### config.mk
export PLATFORM = sky130hd
export DESIGN_NAME = gx_expander
export DESIGN_NICKNAME = d
export VERILOG_FILES = /design/src/rtl/gx_pkg.sv /design/src/rtl/gx_sync.sv /design/src/rtl/gx_ctrl.sv /design/src/rtl/gx_regfile.sv /design/src/rtl/gx_irq.sv /design/src/rtl/gx_expander.sv
export SDC_FILE = /design/constraint.sdc
export NUM_CORES = 1
export LEC_CHECK = 0
export ABC_CLOCK_PERIOD_IN_PS = 1800
export BUFFER_PORTS_ARGS = -buffer_cell sky130_fd_sc_hd__buf_4
export CAP_MARGIN = 20
export CORE_UTILIZATION = 24
export CTS_CLUSTER_DIAMETER = 80
export DETAILED_ROUTE_END_ITERATION = 7
export PLACE_DENSITY_LB_ADDON = 0.15
export REMOVE_ABC_BUFFERS = 1
export SKIP_CTS_REPAIR_TIMING = 1
export SLEW_MARGIN = 20
export SYNTH_ARGS = -nofsm -noshare
export SYNTH_HDL_FRONTEND = slang
export SYNTH_SLANG_ARGS = --single-unit
export TNS_END_PERCENT = 50
### constraint.sdc
create_clock -name clk -period 1.8 [get_ports clk]
set_input_delay 0.09 -clock clk [delete_from_list [all_inputs] [get_ports clk]]
set_output_delay 0.09 -clock clk [all_outputs]
set_load 0.05 [all_outputs]
### src/rtl/gx_pkg.sv
package gx_pkg;

    typedef enum logic [2:0] {
        ST_INIT,
        ST_IDLE,
        ST_PTR,
        ST_DATA,
        ST_HOLD
    } gx_state_e;

    localparam logic [1:0] PTR_IN  = 2'd0;
    localparam logic [1:0] PTR_OUT = 2'd1;
    localparam logic [1:0] PTR_POL = 2'd2;
    localparam logic [1:0] PTR_CFG = 2'd3;

endpackage

### src/rtl/gx_sync.sv
module gx_sync #(
    parameter int W      = 4,
    parameter int STAGES = 2
) (
    input  logic         clk,
    input  logic         arst_n,
    input  logic [W-1:0] d,
    output logic [W-1:0] q
);
    logic [W-1:0] stg [STAGES];

    for (genvar g = 0; g < STAGES; g++) begin : g_stage
        if (g == 0) begin : g_first
            always_ff @(posedge clk or negedge arst_n) begin
                if (!arst_n) stg[0] <= '0;
                else         stg[0] <= d;
            end
        end else begin : g_next
            always_ff @(posedge clk or negedge arst_n) begin
                if (!arst_n) stg[g] <= '0;
                else         stg[g] <= stg[g-1];
            end
        end
    end

    assign q = stg[STAGES-1];
endmodule

### src/rtl/gx_ctrl.sv
module gx_ctrl
    import gx_pkg::*;
#(
    parameter int SYNC_STAGES = 2,
    parameter int BYTE_W      = 8
) (
    input  logic              clk,
    input  logic              arst_n,
    input  logic              xfer_start,
    input  logic              xfer_stop,
    input  logic              wr_en,
    input  logic [BYTE_W-1:0] wr_byte,
    input  logic              rd_en,
    output gx_state_e         st,
    output logic [1:0]        ptr,
    output logic              wr_stb,
    output logic              rd_stb,
    output logic              init_cap
);
    localparam int CW = $clog2(SYNC_STAGES + 1);
    localparam logic [CW-1:0] INIT_LAST = CW'(SYNC_STAGES);

    gx_state_e   st_q, st_d;
    logic [CW-1:0] cnt_q;
    logic [1:0]  ptr_q;
    logic        byte_ok;

    assign byte_ok = wr_en && !xfer_start && !xfer_stop;

    // state register, init counter and pointer
    always_ff @(posedge clk or negedge arst_n) begin
        if (!arst_n) begin
            st_q  <= ST_INIT;
            cnt_q <= '0;
            ptr_q <= PTR_IN;
        end else begin
            st_q <= st_d;
            if (st_q == ST_INIT) cnt_q <= cnt_q + 1'b1;
            if (st_q == ST_PTR && byte_ok) ptr_q <= wr_byte[1:0];
        end
    end

    // next state
    always_comb begin
        st_d = st_q;
        unique case (st_q)
            ST_INIT: if (cnt_q == INIT_LAST) st_d = ST_IDLE;
            ST_IDLE: begin
                if (xfer_start) st_d = ST_PTR;
            end
            ST_PTR: begin
                if (xfer_start)     st_d = ST_PTR;
                else if (xfer_stop) st_d = ST_IDLE;
                else if (wr_en)     st_d = ST_DATA;
            end
            ST_DATA: begin
                if (xfer_start)     st_d = ST_PTR;
                else if (xfer_stop) st_d = ST_IDLE;
                else if (wr_en)     st_d = ST_HOLD;
            end
            ST_HOLD: begin
                if (xfer_start)     st_d = ST_PTR;
                else if (xfer_stop) st_d = ST_IDLE;
            end
            default: st_d = ST_INIT;
        endcase
    end

    // outputs
    always_comb begin
        wr_stb   = 1'b0;
        rd_stb   = 1'b0;
        init_cap = 1'b0;
        unique case (st_q)
            ST_INIT: init_cap = 1'b1;
            ST_IDLE, ST_PTR, ST_HOLD: rd_stb = rd_en;
            ST_DATA: begin
                rd_stb = rd_en;
                wr_stb = byte_ok;
            end
            default: init_cap = 1'b0;
        endcase
    end

    assign st  = st_q;
    assign ptr = ptr_q;
endmodule

### src/rtl/gx_regfile.sv
module gx_regfile
    import gx_pkg::*;
#(
    parameter int NBITS  = 4,
    parameter int BYTE_W = 8
) (
    input  logic              clk,
    input  logic              arst_n,
    input  logic              wr_stb,
    input  logic              rd_stb,
    input  logic              init_cap,
    input  logic [1:0]        ptr,
    input  logic [NBITS-1:0]  wr_val,
    input  logic [NBITS-1:0]  pins,
    output logic [NBITS-1:0]  cfg,
    output logic [NBITS-1:0]  outr,
    output logic [NBITS-1:0]  pol,
    output logic [NBITS-1:0]  cap,
    output logic              rd_valid,
    output logic [BYTE_W-1:0] rd_data
);
    localparam int PAD = BYTE_W - NBITS;

    logic [NBITS-1:0] sel;

    always_comb begin
        unique case (ptr)
            PTR_IN:  sel = pins ^ pol;
            PTR_OUT: sel = outr;
            PTR_POL: sel = pol;
            PTR_CFG: sel = cfg;
            default: sel = '0;
        endcase
    end

    always_ff @(posedge clk or negedge arst_n) begin
        if (!arst_n) begin
            cfg  <= '1;
            outr <= '1;
            pol  <= '0;
        end else if (wr_stb) begin
            unique case (ptr)
                PTR_OUT: outr <= wr_val;
                PTR_POL: pol  <= wr_val;
                PTR_CFG: cfg  <= wr_val;
                default: ;
            endcase
        end
    end

    always_ff @(posedge clk or negedge arst_n) begin
        if (!arst_n) begin
            cap      <= '0;
            rd_valid <= 1'b0;
            rd_data  <= '0;
        end else begin
            rd_valid <= rd_stb;
            if (init_cap || (rd_stb && ptr == PTR_IN)) cap <= pins;
            if (rd_stb) rd_data <= {{PAD{1'b0}}, sel};
        end
    end
endmodule

### src/rtl/gx_irq.sv
module gx_irq #(
    parameter int NBITS = 4
) (
    input  logic [NBITS-1:0] pins,
    input  logic [NBITS-1:0] cap,
    input  logic [NBITS-1:0] cfg,
    output logic             int_n
);
    logic [NBITS-1:0] diff;

    for (genvar i = 0; i < NBITS; i++) begin : g_bit
        assign diff[i] = cfg[i] & (pins[i] ^ cap[i]);
    end

    assign int_n = ~|diff;
endmodule

### src/rtl/gx_expander.sv
module gx_expander
    import gx_pkg::*;
#(
    parameter int NBITS       = 4,
    parameter int BYTE_W      = 8,
    parameter int SYNC_STAGES = 2
) (
    input  logic              clk,
    input  logic              por_n,
    input  logic              rst_n,
    input  logic              xfer_start,
    input  logic              xfer_stop,
    input  logic              wr_en,
    input  logic [BYTE_W-1:0] wr_byte,
    input  logic              rd_en,
    output logic              rd_valid,
    output logic [BYTE_W-1:0] rd_data,
    input  logic [NBITS-1:0]  io_in,
    output logic [NBITS-1:0]  io_out,
    output logic [NBITS-1:0]  io_oe,
    output logic              int_n
);
    logic             arst_n;
    gx_state_e        st_q;
    logic [1:0]       ptr_q;
    logic             wr_stb, rd_stb, init_cap;
    logic [NBITS-1:0] pins_s, cfg_q, out_q, pol_q, cap_q;

    assign arst_n = por_n & rst_n;

    gx_sync #(.W(NBITS), .STAGES(SYNC_STAGES)) u_sync (
        .clk(clk), .arst_n(arst_n), .d(io_in), .q(pins_s)
    );

    gx_ctrl #(.SYNC_STAGES(SYNC_STAGES), .BYTE_W(BYTE_W)) u_ctrl (
        .clk(clk), .arst_n(arst_n),
        .xfer_start(xfer_start), .xfer_stop(xfer_stop),
        .wr_en(wr_en), .wr_byte(wr_byte), .rd_en(rd_en),
        .st(st_q), .ptr(ptr_q), .wr_stb(wr_stb), .rd_stb(rd_stb),
        .init_cap(init_cap)
    );

    gx_regfile #(.NBITS(NBITS), .BYTE_W(BYTE_W)) u_regs (
        .clk(clk), .arst_n(arst_n),
        .wr_stb(wr_stb), .rd_stb(rd_stb), .init_cap(init_cap),
        .ptr(ptr_q), .wr_val(wr_byte[NBITS-1:0]), .pins(pins_s),
        .cfg(cfg_q), .outr(out_q), .pol(pol_q), .cap(cap_q),
        .rd_valid(rd_valid), .rd_data(rd_data)
    );

    gx_irq #(.NBITS(NBITS)) u_irq (
        .pins(pins_s), .cap(cap_q), .cfg(cfg_q), .int_n(int_n)
    );

    assign io_oe  = ~cfg_q;
    assign io_out = out_q;
endmodule

==> impl_metrics.yaml <==
synth:
  synth_top_cell_area_share: 0.409
  synth_flop_cell: "dfrtp_1"
  synth_edf_count: 0
  avgSynthCellArea_um2: 12.2
  yosysSeqAreaShare: 0.532
  netlist.top_cell.by_area: "dfrtp_1"
  synth_cell_type_count: 35
  syn_area_mm2: 0.00171
  synth_warnings: 0
  ys_top_cells_by_area: "dfrtp_1, mux2_2, dfstp_2"
  ys_seq_elements: 36
  synthArstFlopShare: 1.00
  postSynthCellCount: 140
clock_tree:
  worstSkewPairLatency_ns: 0.28
  cts_buffers: 5
  cts_tree: "built"
  h-tree-depth: 2
  ctsRootBufferMaster: "clkbuf_8"
  cts.sinks: 36
  clockBufferDepth: 2
  clk_pin_slew_worst_paths_ns: 0.07
cells_and_area:
  fillers: 735
  area_delta_synth_final_pct: 27.8
  num_antenna_cells: 0
  fin_area_mm2: 0.00219
  fin_cells: 277
  nets: 200
  drive_above_1_share: 0.420
sta:
  setup_viol: 0
  finalCritPeriodShare: 0.950
  setup_ws_ns: 0.0897
  finalSetupTns_ns: 0
  period_minus_slack_ns: 1.71
  slew_viol_final: 0
  fmax_mhz: 585
  rsz0062_at_grt: "false"
  skew_ns: 0.00176
  hold_violations: 0
placement:
  hpwl_um: 2520
  placed_cell_area_mm2: 0.00204
  gp_congestion: 0.762
  io_buffer_count: 28
  pre_cts_slack_ns: 0.0764
  dp.cells: 263
route:
  ant_nets: 0
  first_pass_iters: 4
  wl_per_cell_um: 12.4
  via_count: 1132
  wl_um: 3420
  drcViolationCount: 0
  drtIter0Drc: 36
  via_per_inst: 4.09
floorplan:
  die_w_um: 86.5
  pin_count: 37
  die_h_um: 86.5
  rows: 30
  initial_core_util: 0.251
  core-area_mm2: 0.00683
  die_area_mm2: 0.00748
global_route:
  antenna_found_initial: 0
  grt_pass1_wl_um: 5770
  grt_pass1_vias: 1162
  grt_use_total: 0.104
  grt_overflow_total: 0
  grt_max_degree: 37
critical_path:
  worstSetupEndpointType: "register"
  start_kind: "register"
  cp_slowest_cell: "dfrtp_1"
  worst_r2r_path_depth: 3
  cp_slowest_stage_delay_ns: 0.52
  path_class: "register to register"
  worstPathMaxFanout: 12
  rrSetupSlack_ns: 0.09
  arrival_ns: 1.88
  r2r_end: "u_ctrl.st[1]"
  rr_startpoint: "u_ctrl.st[1]"
  cp.required_ns: 1.97
  path_cells: "or3_1, o211ai_1, mux2_2"
power_and_ir_drop:
  p_total_mw: 3.42
  vdd.ir_drop.worst_uv: 361
  p_leak_nw: 0.958
  p_per_area_mw_per_mm2: 1560
min_path:
  hold-path-endpoint: "u_regs.pol[3]"
  hp-start: "wr_byte[3]"
  min-delay-path-class: "primary input to register"
  hold_path_depth: 2
run:
  drv_cap: 0
outcome:
  status: "finished, final reports clean"
==> critical path: cells and delay by family, from the launching register on <==
kind / cells / cell delay, ns
muxes: 1 / 0.35
AOI/OAI and AO/OA: 1 / 0.21
and+or+nand+nor: 1 / 0.51
DFF: 1 / 0.52
==> how the worst max path moves through the flow <==
| stage | endpoint | depth (start not counted) | slack, ns | startpoint |
|---|---|---|---|---|
| after CTS | u_regs.pol[0] | 4 | 0.06 | u_ctrl.st[2] |
| after detailed placement | u_regs.pol[0] | 4 | 0.08 | u_ctrl.st[2] |
| after floorplan | int_n | 3 | -0.33 | u_regs.cfg[2] |
| after global routing | u_regs.pol[1] | 4 | 0.01 | u_ctrl.st[2] |
| final | u_ctrl.st[1] | 3 | 0.09 | u_ctrl.st[1] |
| after global placement | u_regs.pol[3] | 4 | 0.13 | u_ctrl.st[2] |
==> synthesized netlist by cell type, types with 2 or more instances <==
cell type and n:
buf_2 3, buf_4 5, dfrtp_1 28, dfstp_2 8
inv_1 8, mux2_2 22, mux2i_1 4, nand2_1 9
nand2b_1 5, nor2_1 4, nor3b_4 2, o21ai_0 11
o22ai_1 2, xnor2_1 7, xor2_1 2
==> cell type report <==
cell class | count | area (um^2) | share of cell area
sequential | 36 | 911 | 0.416
multi-input combinational | 90 | 727 | 0.332
timing repair buffer | 39 | 308 | 0.141
tap | 96 | 120 | 0.0549
clock buffer | 7 | 86.3 | 0.0394
inverter | 8 | 30.0 | 0.0137
clock inverter | 1 | 7.51 | 0.00343
==> power by group <==
group          internal, mW  switching [mW]
sequential             1.10           0.254
clock                 0.311           0.285
combinational         0.652           0.812
total                  2.07            1.35
==> stage by stage <==
stage,hold WS [ns],utilization
3_3_place_gp,0.200,0.298
6_report,0.0535,0.321
4_1_cts,-0.108,0.312
5_1_grt,0.0407,0.321
2_1_floorplan,0.121,-
3_5_place_dp,0.201,0.298
==> sequential cells by signal (all words and copies together), names as in the netlist <==
register	count
u_sync.q	4
u_regs.pol	4
u_regs.outr	4
u_regs.cfg	4
u_sync.stg	4
u_regs.rd_data	4
u_regs.rd_valid	1
u_regs.cap	4
u_ctrl.cnt_q	2
u_ctrl.ptr	2
u_ctrl.st	3
==> kinds of logic after synthesis <==
family / count (synthesis) / synth area share
adders and majority gates: 3 / 0.0197
and+or+nand+nor: 31 / 0.124
xor gates and xnor gates: 9 / 0.0460
AOI/OAI and AO/OA: 17 / 0.0577
muxes: 26 / 0.168
DFF: 36 / 0.532
buffers and inverters: 17 / 0.0504
other: 1 / 0.00219
==> layout by cell type (no fill, tap or decap), types with 2 or more instances in the layout <==
| master | Yosys | layout |
|---|---|---|
| xnor2_1 | 7 | 7 |
| dfrtp_1 | 28 | 28 |
| nand2_1 | 9 | 9 |
| conb_1 | 1 | 4 |
| mux2_2 | 22 | 22 |
| inv_1 | 8 | 8 |
| o22ai_1 | 2 | 2 |
| clkbuf_8 | 0 | 6 |
| buf_4 | 5 | 33 |
| nor2_1 | 4 | 4 |
| dlygate4sd3_1 | 0 | 6 |
| dfstp_2 | 8 | 8 |
| mux2i_1 | 4 | 4 |
| xor2_1 | 2 | 2 |
| o21ai_0 | 11 | 11 |
| nand2b_1 | 5 | 5 |
| nor3b_4 | 2 | 2 |
==> layer usage <==
layer | GRT usage | share of wire | vias up
met4 | 0.0515 | 0.023 | 0
met3 | 0.0333 | 0.045 | 7
met5 | 0 | 0 | -
li1 | - | - | 549
met2 | 0.169 | 0.48 | 31
met1 | 0.125 | 0.45 | 545
No activity file was read; power rests on OpenSTA's default activity.
